**config.mk**
```make
export PLATFORM = sky130hd
export DESIGN_NAME = omega_fabric
export DESIGN_NICKNAME = d
export VERILOG_FILES = /design/src/rtl/omega_pkg.sv /design/src/rtl/omega_fifo.sv /design/src/rtl/omega_switch.sv /design/src/rtl/omega_stage.sv /design/src/rtl/omega_sat_counter.sv /design/src/rtl/omega_fabric.sv
export SDC_FILE = /design/constraint.sdc
export NUM_CORES = 2
export LEC_CHECK = 0
export BUFFER_PORTS_ARGS = -buffer_cell sky130_fd_sc_hd__buf_2
export CORE_MARGIN = 4
export CORE_UTILIZATION = 45
export CTS_BUF_LIST = sky130_fd_sc_hd__clkbuf_16
export DETAILED_ROUTE_END_ITERATION = 16
export PLACE_DENSITY_LB_ADDON = 0.2
export SLEW_MARGIN = 25
export SYNTH_ARGS = -nofsm -noshare
export SYNTH_HDL_FRONTEND = slang
export SYNTH_SLANG_ARGS = --single-unit
```
**constraint.sdc**
```tcl
create_clock -name clk -period 12.6 [get_ports clk]
set_input_delay 0.63 -clock clk [delete_from_list [all_inputs] [get_ports clk]]
set_output_delay 0.63 -clock clk [all_outputs]
set_load 0.1 [all_outputs]
```
**src/rtl/omega_pkg.sv**
```systemverilog
package omega_pkg;

    // Arbitration priority of one 2x2 element
    typedef enum logic {
        PRI_UPPER = 1'b0,
        PRI_LOWER = 1'b1
    } pri_e;

    // Perfect-shuffle position: one-bit left rotation of idx over 'bits' bits
    function automatic int rotl_pos(input int idx, input int bits);
        int msb;
        msb = (idx >> (bits - 1)) & 1;
        return ((idx << 1) & ((1 << bits) - 1)) | msb;
    endfunction

endpackage

```
**src/rtl/omega_fifo.sv**
```systemverilog
module omega_fifo #(
    parameter int W     = 8,
    parameter int DEPTH = 4
) (
    input  logic         clk,
    input  logic         rst_n,
    input  logic         push,
    input  logic [W-1:0] din,
    input  logic         pop,
    output logic [W-1:0] dout,
    output logic         empty,
    output logic         full
);
    localparam int PTR_W = (DEPTH > 1) ? $clog2(DEPTH) : 1;
    localparam int LVL_W = $clog2(DEPTH + 1);
    localparam logic [PTR_W-1:0] LAST     = PTR_W'(DEPTH - 1);
    localparam logic [LVL_W-1:0] FULL_LVL = LVL_W'(DEPTH);

    logic [W-1:0]     mem [DEPTH];
    logic [PTR_W-1:0] wr_ptr;
    logic [PTR_W-1:0] rd_ptr;
    logic [LVL_W-1:0] level;

    always_ff @(posedge clk or negedge rst_n) begin
        if (!rst_n) begin
            wr_ptr <= '0;
            rd_ptr <= '0;
            level  <= '0;
        end else begin
            if (push) wr_ptr <= (wr_ptr == LAST) ? '0 : wr_ptr + 1'b1;
            if (pop)  rd_ptr <= (rd_ptr == LAST) ? '0 : rd_ptr + 1'b1;
            unique case ({push, pop})
                2'b10:   level <= level + 1'b1;
                2'b01:   level <= level - 1'b1;
                default: level <= level;
            endcase
        end
    end

    always_ff @(posedge clk) begin
        if (push) mem[wr_ptr] <= din;
    end

    assign dout  = mem[rd_ptr];
    assign empty = (level == '0);
    assign full  = (level == FULL_LVL);

    // the upstream side never writes into a full queue
    p_no_overflow_r4: assert property (@(posedge clk) disable iff (!rst_n)
        push |-> !full);

    // a cell is only removed when one is held
    p_no_underflow_r5: assert property (@(posedge clk) disable iff (!rst_n)
        pop |-> !empty);

endmodule

```
**src/rtl/omega_switch.sv**
```systemverilog
module omega_switch
    import omega_pkg::*;
#(
    parameter int CELL_W    = 19,
    parameter int ROUTE_POS = 18,
    parameter int DEPTH     = 4
) (
    input  logic                clk,
    input  logic                rst_n,
    input  logic [1:0]          in_vld,
    input  logic [2*CELL_W-1:0] in_cell,
    output logic [1:0]          in_rdy,
    output logic [1:0]          out_vld,
    output logic [2*CELL_W-1:0] out_cell,
    input  logic [1:0]          out_rdy
);
    logic [1:0]        q_empty;
    logic [1:0]        q_full;
    logic [1:0]        pop;
    logic [1:0]        want;
    logic [CELL_W-1:0] head [2];

    for (genvar k = 0; k < 2; k++) begin : g_q
        omega_fifo #(.W(CELL_W), .DEPTH(DEPTH)) u_q (
            .clk   (clk),
            .rst_n (rst_n),
            .push  (in_vld[k] && !q_full[k]),
            .din   (in_cell[k*CELL_W +: CELL_W]),
            .pop   (pop[k]),
            .dout  (head[k]),
            .empty (q_empty[k]),
            .full  (q_full[k])
        );
        assign in_rdy[k] = !q_full[k];
        assign want[k]   = head[k][ROUTE_POS];
    end

    pri_e pri_q;
    pri_e pri_d;
    logic clash;
    logic lower_first;

    // state register
    always_ff @(posedge clk or negedge rst_n) begin
        if (!rst_n) pri_q <= PRI_UPPER;
        else        pri_q <= pri_d;
    end

    // next state and grants
    always_comb begin
        clash       = !q_empty[0] && !q_empty[1] && (want[0] == want[1]);
        lower_first = (pri_q == PRI_LOWER);
        pri_d       = pri_q;
        unique case (pri_q)
            PRI_UPPER: if (clash && out_rdy[want[0]]) pri_d = PRI_LOWER; // UPPER_WINS
            PRI_LOWER: if (clash && out_rdy[want[1]]) pri_d = PRI_UPPER; // LOWER_WINS
        endcase
        pop[0] = !q_empty[0] && out_rdy[want[0]] && (!clash || !lower_first);
        pop[1] = !q_empty[1] && out_rdy[want[1]] && (!clash ||  lower_first);
    end

    // outputs
    always_comb begin
        out_vld  = '0;
        out_cell = '0;
        for (int o = 0; o < 2; o++) begin
            if (pop[0] && (want[0] == o[0])) begin
                out_vld[o]                   = 1'b1;
                out_cell[o*CELL_W +: CELL_W] = head[0];
            end else if (pop[1] && (want[1] == o[0])) begin
                out_vld[o]                   = 1'b1;
                out_cell[o*CELL_W +: CELL_W] = head[1];
            end
        end
    end

    // both inputs never leave towards the same output together
    p_out_exclusive_r5: assert property (@(posedge clk) disable iff (!rst_n)
        !(pop[0] && pop[1] && (want[0] == want[1])));

    // a won conflict hands the next conflict to the other input
    p_alternate_up_r6: assert property (@(posedge clk) disable iff (!rst_n)
        (clash && pop[0]) |=> !(clash && pop[0]));
    p_alternate_lo_r6: assert property (@(posedge clk) disable iff (!rst_n)
        (clash && pop[1]) |=> !(clash && pop[1]));

endmodule

```
**src/rtl/omega_stage.sv**
```systemverilog
module omega_stage
    import omega_pkg::*;
#(
    parameter int N         = 8,
    parameter int LOG       = 3,
    parameter int CELL_W    = 19,
    parameter int ROUTE_POS = 18,
    parameter int DEPTH     = 4
) (
    input  logic                clk,
    input  logic                rst_n,
    input  logic [N-1:0]        in_vld,
    input  logic [N*CELL_W-1:0] in_cell,
    output logic [N-1:0]        in_rdy,
    output logic [N-1:0]        out_vld,
    output logic [N*CELL_W-1:0] out_cell,
    input  logic [N-1:0]        out_rdy
);
    logic [N-1:0]        sh_vld;
    logic [N-1:0]        sh_rdy;
    logic [N*CELL_W-1:0] sh_cell;

    // perfect-shuffle link into the switch column
    for (genvar i = 0; i < N; i++) begin : g_shuf
        localparam int J = rotl_pos(i, LOG);
        assign sh_vld[J]                  = in_vld[i];
        assign sh_cell[J*CELL_W +: CELL_W] = in_cell[i*CELL_W +: CELL_W];
        assign in_rdy[i]                  = sh_rdy[J];
    end

    for (genvar j = 0; j < N/2; j++) begin : g_sw
        omega_switch #(
            .CELL_W    (CELL_W),
            .ROUTE_POS (ROUTE_POS),
            .DEPTH     (DEPTH)
        ) u_sw (
            .clk      (clk),
            .rst_n    (rst_n),
            .in_vld   (sh_vld[2*j +: 2]),
            .in_cell  (sh_cell[2*j*CELL_W +: 2*CELL_W]),
            .in_rdy   (sh_rdy[2*j +: 2]),
            .out_vld  (out_vld[2*j +: 2]),
            .out_cell (out_cell[2*j*CELL_W +: 2*CELL_W]),
            .out_rdy  (out_rdy[2*j +: 2])
        );
    end

endmodule

```
**src/rtl/omega_sat_counter.sv**
```systemverilog
module omega_sat_counter #(
    parameter int W     = 32,
    parameter int INC_W = 4
) (
    input  logic             clk,
    input  logic             rst_n,
    input  logic             clr,
    input  logic [INC_W-1:0] inc,
    output logic [W-1:0]     value
);
    localparam int SW = W + 1;
    localparam logic [W-1:0] TOP = '1;

    logic [W:0] sum;
    assign sum = {1'b0, value} + SW'(inc);

    always_ff @(posedge clk or negedge rst_n) begin
        if (!rst_n)      value <= '0;
        else if (clr)    value <= '0;
        else if (sum[W]) value <= TOP;
        else             value <= sum[W-1:0];
    end

    // clear wins over counting
    p_clear_r10: assert property (@(posedge clk) disable iff (!rst_n)
        clr |=> (value == '0));

    // a full counter stays full
    p_saturate_r9: assert property (@(posedge clk) disable iff (!rst_n)
        (!clr && value == TOP) |=> (value == TOP));

    // without clear the count never goes down
    p_monotone_r8: assert property (@(posedge clk) disable iff (!rst_n)
        !clr |=> (value >= $past(value)));

endmodule

```
**src/rtl/omega_fabric.sv**
```systemverilog
module omega_fabric
    import omega_pkg::*;
#(
    parameter int N_PORTS = 8,
    parameter int DATA_W  = 16,
    parameter int DEPTH   = 4,
    parameter int CNT_W   = 32
) (
    input  logic                                  clk,
    input  logic                                  rst_n,
    input  logic                                  cnt_clr,
    input  logic [N_PORTS-1:0]                    in_valid,
    input  logic [N_PORTS*$clog2(N_PORTS)-1:0]    in_dest,
    input  logic [N_PORTS*DATA_W-1:0]             in_data,
    output logic [N_PORTS-1:0]                    in_ready,
    output logic [N_PORTS-1:0]                    out_valid,
    output logic [N_PORTS*DATA_W-1:0]             out_data,
    output logic [CNT_W-1:0]                      offered_cnt,
    output logic [CNT_W-1:0]                      delivered_cnt,
    output logic [CNT_W-1:0]                      discarded_cnt
);
    localparam int LOG    = $clog2(N_PORTS);
    localparam int CELL_W = LOG + DATA_W;
    localparam int INC_W  = $clog2(N_PORTS + 1);

    logic [N_PORTS-1:0]        lvl_vld  [LOG+1];
    logic [N_PORTS-1:0]        lvl_rdy  [LOG+1];
    logic [N_PORTS*CELL_W-1:0] lvl_cell [LOG+1];

    // cell = {destination, payload}
    for (genvar i = 0; i < N_PORTS; i++) begin : g_pack
        assign lvl_cell[0][i*CELL_W +: CELL_W] =
            {in_dest[i*LOG +: LOG], in_data[i*DATA_W +: DATA_W]};
    end
    assign lvl_vld[0]   = in_valid;
    assign in_ready     = lvl_rdy[0];
    assign lvl_rdy[LOG] = '1;

    for (genvar s = 0; s < LOG; s++) begin : g_stage
        omega_stage #(
            .N         (N_PORTS),
            .LOG       (LOG),
            .CELL_W    (CELL_W),
            .ROUTE_POS (DATA_W + LOG - 1 - s),
            .DEPTH     (DEPTH)
        ) u_stage (
            .clk      (clk),
            .rst_n    (rst_n),
            .in_vld   (lvl_vld[s]),
            .in_cell  (lvl_cell[s]),
            .in_rdy   (lvl_rdy[s]),
            .out_vld  (lvl_vld[s+1]),
            .out_cell (lvl_cell[s+1]),
            .out_rdy  (lvl_rdy[s+1])
        );
    end

    assign out_valid = lvl_vld[LOG];
    for (genvar p = 0; p < N_PORTS; p++) begin : g_out
        assign out_data[p*DATA_W +: DATA_W] = lvl_cell[LOG][p*CELL_W +: DATA_W];

        // whatever leaves port p was addressed to p
        p_route_r2: assert property (@(posedge clk) disable iff (!rst_n)
            out_valid[p] |-> (lvl_cell[LOG][p*CELL_W + DATA_W +: LOG] == LOG'(p)));
    end

    logic [INC_W-1:0] n_off;
    logic [INC_W-1:0] n_drop;
    logic [INC_W-1:0] n_del;
    assign n_off  = INC_W'($countones(in_valid));
    assign n_drop = INC_W'($countones(in_valid & ~lvl_rdy[0]));
    assign n_del  = INC_W'($countones(lvl_vld[LOG]));

    omega_sat_counter #(.W(CNT_W), .INC_W(INC_W)) u_cnt_off (
        .clk (clk), .rst_n (rst_n), .clr (cnt_clr), .inc (n_off),  .value (offered_cnt));
    omega_sat_counter #(.W(CNT_W), .INC_W(INC_W)) u_cnt_del (
        .clk (clk), .rst_n (rst_n), .clr (cnt_clr), .inc (n_del),  .value (delivered_cnt));
    omega_sat_counter #(.W(CNT_W), .INC_W(INC_W)) u_cnt_drop (
        .clk (clk), .rst_n (rst_n), .clr (cnt_clr), .inc (n_drop), .value (discarded_cnt));

endmodule

```
==> impl_metrics.py <==
metrics = {
    "die": {
        "fp.dieH_um": 440,
        "core_um2": 185000,
        "dieArea_um2": 193000,
        "start_util_pct": 45.2,
        "fp-row-count": 158,
        "die_x_um": 440,
        "ios": 403,
    },
    "clock_network": {
        "cts-resized-gates": 0,
        "post-cts-setup-buffers": 0,
        "clk_path_buf_depth": 3,
        "cts-root-buf": "clkbuf_16",
        "cts_tree": "yes",
        "cts_buffers": 207,
        "clock_latency_ns": 0.83,
        "clkSlewWorstSetupHoldPaths_ns": 0.07,
        "cts.sinks": 2004,
        "cts_htree_levels": 4,
        "cts_hold_buf": 153,
    },
    "global_route": {
        "busiest_layer": "met2",
        "antenna_found_initial": 18,
        "grt_pass1_vias": 44200,
        "grtUsageMet3_pct": 4.37,
        "grtUsageMet2_pct": 33.3,
        "gr-usage-all-layers_pct": 21.1,
        "grt_max_degree": 138,
        "grt_overflow": 0,
        "grtUsageMet1_pct": 30.6,
        "grt_pass1_wl_um": 300000,
    },
    "synthesis": {
        "syn_inst": 4530,
        "synth.avg_cell_area_um2": 18.5,
        "ys_seq_elements": 2004,
        "synth_edf_count": 1728,
        "synthFlopType": "edfxtp_1",
        "yosysUniqueCellTypes": 70,
        "synthArstFlopShare_pct": 13.8,
        "syn_area_um2": 83900,
        "synth_fp_nets": 4902,
        "seq_area_frac_synth_pct": 70.1,
        "ys.warnings.count": 0,
    },
    "timing": {
        "finalHoldViolations": 0,
        "rsz0062_at_grt": "false",
        "fin_tns_setup_ns": 0,
        "finalSetupViolCount": 0,
        "fmax_mhz": 134,
        "maxSlewViolCount": 0,
        "worst_slack_ns": 5.14,
        "fin_skew_ns": 0.0432,
        "holdWs_ns": 0.118,
        "slew_headroom_pct": 29.6,
        "post-route-period-util_pct": 59.2,
        "min_period_ns": 7.46,
        "worstMarginPinSlew_ns": 1.05,
    },
    "placement": {
        "port_buffers": 402,
        "dp_slack_ns": 5.14,
        "hpwl_um": 144000,
        "place_congestion": 0.830,
        "placed_area_um2": 88800,
    },
    "layout": {
        "fill_cells": 15000,
        "syn2layout_area_growth_pct": 15.9,
        "drive_gt1_share_pct": 25.6,
        "final_area_um2": 97200,
        "multi_input_area_um2": 23600,
        "seq_area_um2": 58800,
        "nets": 5554,
    },
    "route": {
        "vias": 44200,
        "routed_via_density": 5.63,
        "wl_um": 204000,
        "wl_per_cell_um": 26.0,
        "drc_errors": 0,
        "dr.pass1.iters": 5,
        "drt_iter0_drc": 3747,
        "antenna_left": 0,
    },
    "worst_setup_path": {
        "cp-end-kind": "flop",
        "reg2reg_slack_ns": 5.14,
        "rr_endpoint": "u_cnt_del.value[0]",
        "path_max_fanout": 26,
        "cp_data_arrival_time_ns": 8.19,
        "cp-start-kind": "flop",
        "ff2ff_path_depth": 19,
        "required_ns": 13.33,
        "crit_type": "reg2reg",
    },
    "hold_path": {
        "hold-path-endpoint": "u_cnt_off.value[9]",
        "hold_class": "in2reg",
        "min_from": "cnt_clr",
        "hold_depth": 2,
    },
    "flow_run": {
        "maxCapViolations": 0,
    },
    "run_status": {
        "status": "complete, no violations",
    },
}
==> final cells by class <==
type,instances,area share [%]
flip-flops and latches,2004,60.5
multi-input cells,2131,24.2
clock buffers,212,5.46
repair buffers,647,4.41
well taps,2480,3.19
clock inverters,176,1.42
inverters,191,0.738
diodes,6,0.0155
==> layer usage <==
layer	routed length (µm)	part of all wire [%]
met3	13800	6.8
met4	3920	1.9
met2	97000	48
met1	89100	44
met5	77	0.038
==> sequential cells by signal, summed over array words and instances (netlist names) <==
| name | flops |
|---|---|
| u_cnt_drop.value | 32 |
| g_stage.u_stage.g_sw.u_sw.lower_first | 12 |
| g_stage.u_stage.g_sw.u_sw.g_q.u_q.mem | 1728 |
| u_cnt_del.value | 32 |
| g_stage.u_stage.g_sw.u_sw.g_q.u_q.level | 72 |
| g_stage.u_stage.g_sw.u_sw.g_q.u_q.rd_ptr | 48 |
| g_stage.u_stage.g_sw.u_sw.g_q.u_q.wr_ptr | 48 |
| u_cnt_off.value | 32 |
==> cells by family (layout without fill, tap and decap cells) <==
kind of cell	count (synthesis)	after routing	share of synthesized area (%)
other	0	6	0
adders and majority gates	209	209	3.47
AOI/OAI and AO/OA	631	631	6.08
DFF	2004	2004	70.1
muxes	533	533	12.9
and+or+nand+nor	596	596	3.81
buffers and inverters	395	1226	1.91
xor gates and xnor gates	162	162	1.69
==> worst max-delay path, stage by stage, from the launching register on <==
cell and delay [ns]:
dfrtp_1 0.92, mux4_2 0.48, xor2_1 0.20, nor3_1 0.08, ha_1 0.26, nor2_1 0.28, and2_1 0.61, a21oi_1 0.21
fa_1 0.65, fa_1 0.46, fa_1 0.45, fa_1 0.53, inv_1 0.12, fa_1 0.23, a211o_1 0.14, o211ai_1 0.08
buf_4 0.20, nor3_1 0.61, nand2_2 0.53, a21oi_1 0.28
==> cell usage after synthesis (all sizes together), types with 80 or more instances <==
cell	n	share of area, %
ha	170	2.5
nor2	136	0.63
a21oi	114	0.70
nand2	83	0.38
nor3	84	0.55
xnor2	102	1.1
mux2	80	1.1
clkbuf	109	0.49
buf	95	0.56
mux4	432	12
a22o	408	4.3
dfrtp	276	8.2
edfxtp	1728	62
inv	191	0.85
==> placed cells by master, fill, tap and decap left out, types with 47 or more instances in the layout <==
cell,n
a21oi_1,110
a22o_1,408
buf_2,400
buf_4,88
clkbuf_16,212
clkinv_1,50
dfrtp_1,276
dlygate4sd3_1,153
edfxtp_1,1728
ha_1,170
inv_1,234
mux2_2,76
mux4_2,432
nand2_1,81
nand3_1,54
nor2_1,128
nor2b_1,47
nor3_1,75
xnor2_1,102
xor2_1,60
==> worst max path at each step <==
stage                     start             endpoint  slack [ns]  cells past startpoint
after global placement     flop   u_cnt_del.value[0]        5.36                     18
after CTS                  flop   u_cnt_del.value[0]        5.11                     18
after detailed placement   flop   u_cnt_del.value[0]        5.14                     18
final                      flop   u_cnt_del.value[0]        5.14                     19
after floorplan            flop  u_cnt_del.value[11]        6.13                     22
after global routing       flop   u_cnt_del.value[3]        4.68                     19
==> through the flow <==
| step | util (%) | instances |
|---|---|---|
| floorplan | - | 4530 |
| global placement | 47.9 | 7296 |
| detailed placement | 47.9 | 7298 |
| CTS | 52.3 | 7839 |
| global route | 52.4 | 7846 |
| finish | 52.4 | 7847 |
Power is not shown: default switching activity piles up to over one toggle a cycle in this logic, so the estimate is an artifact.
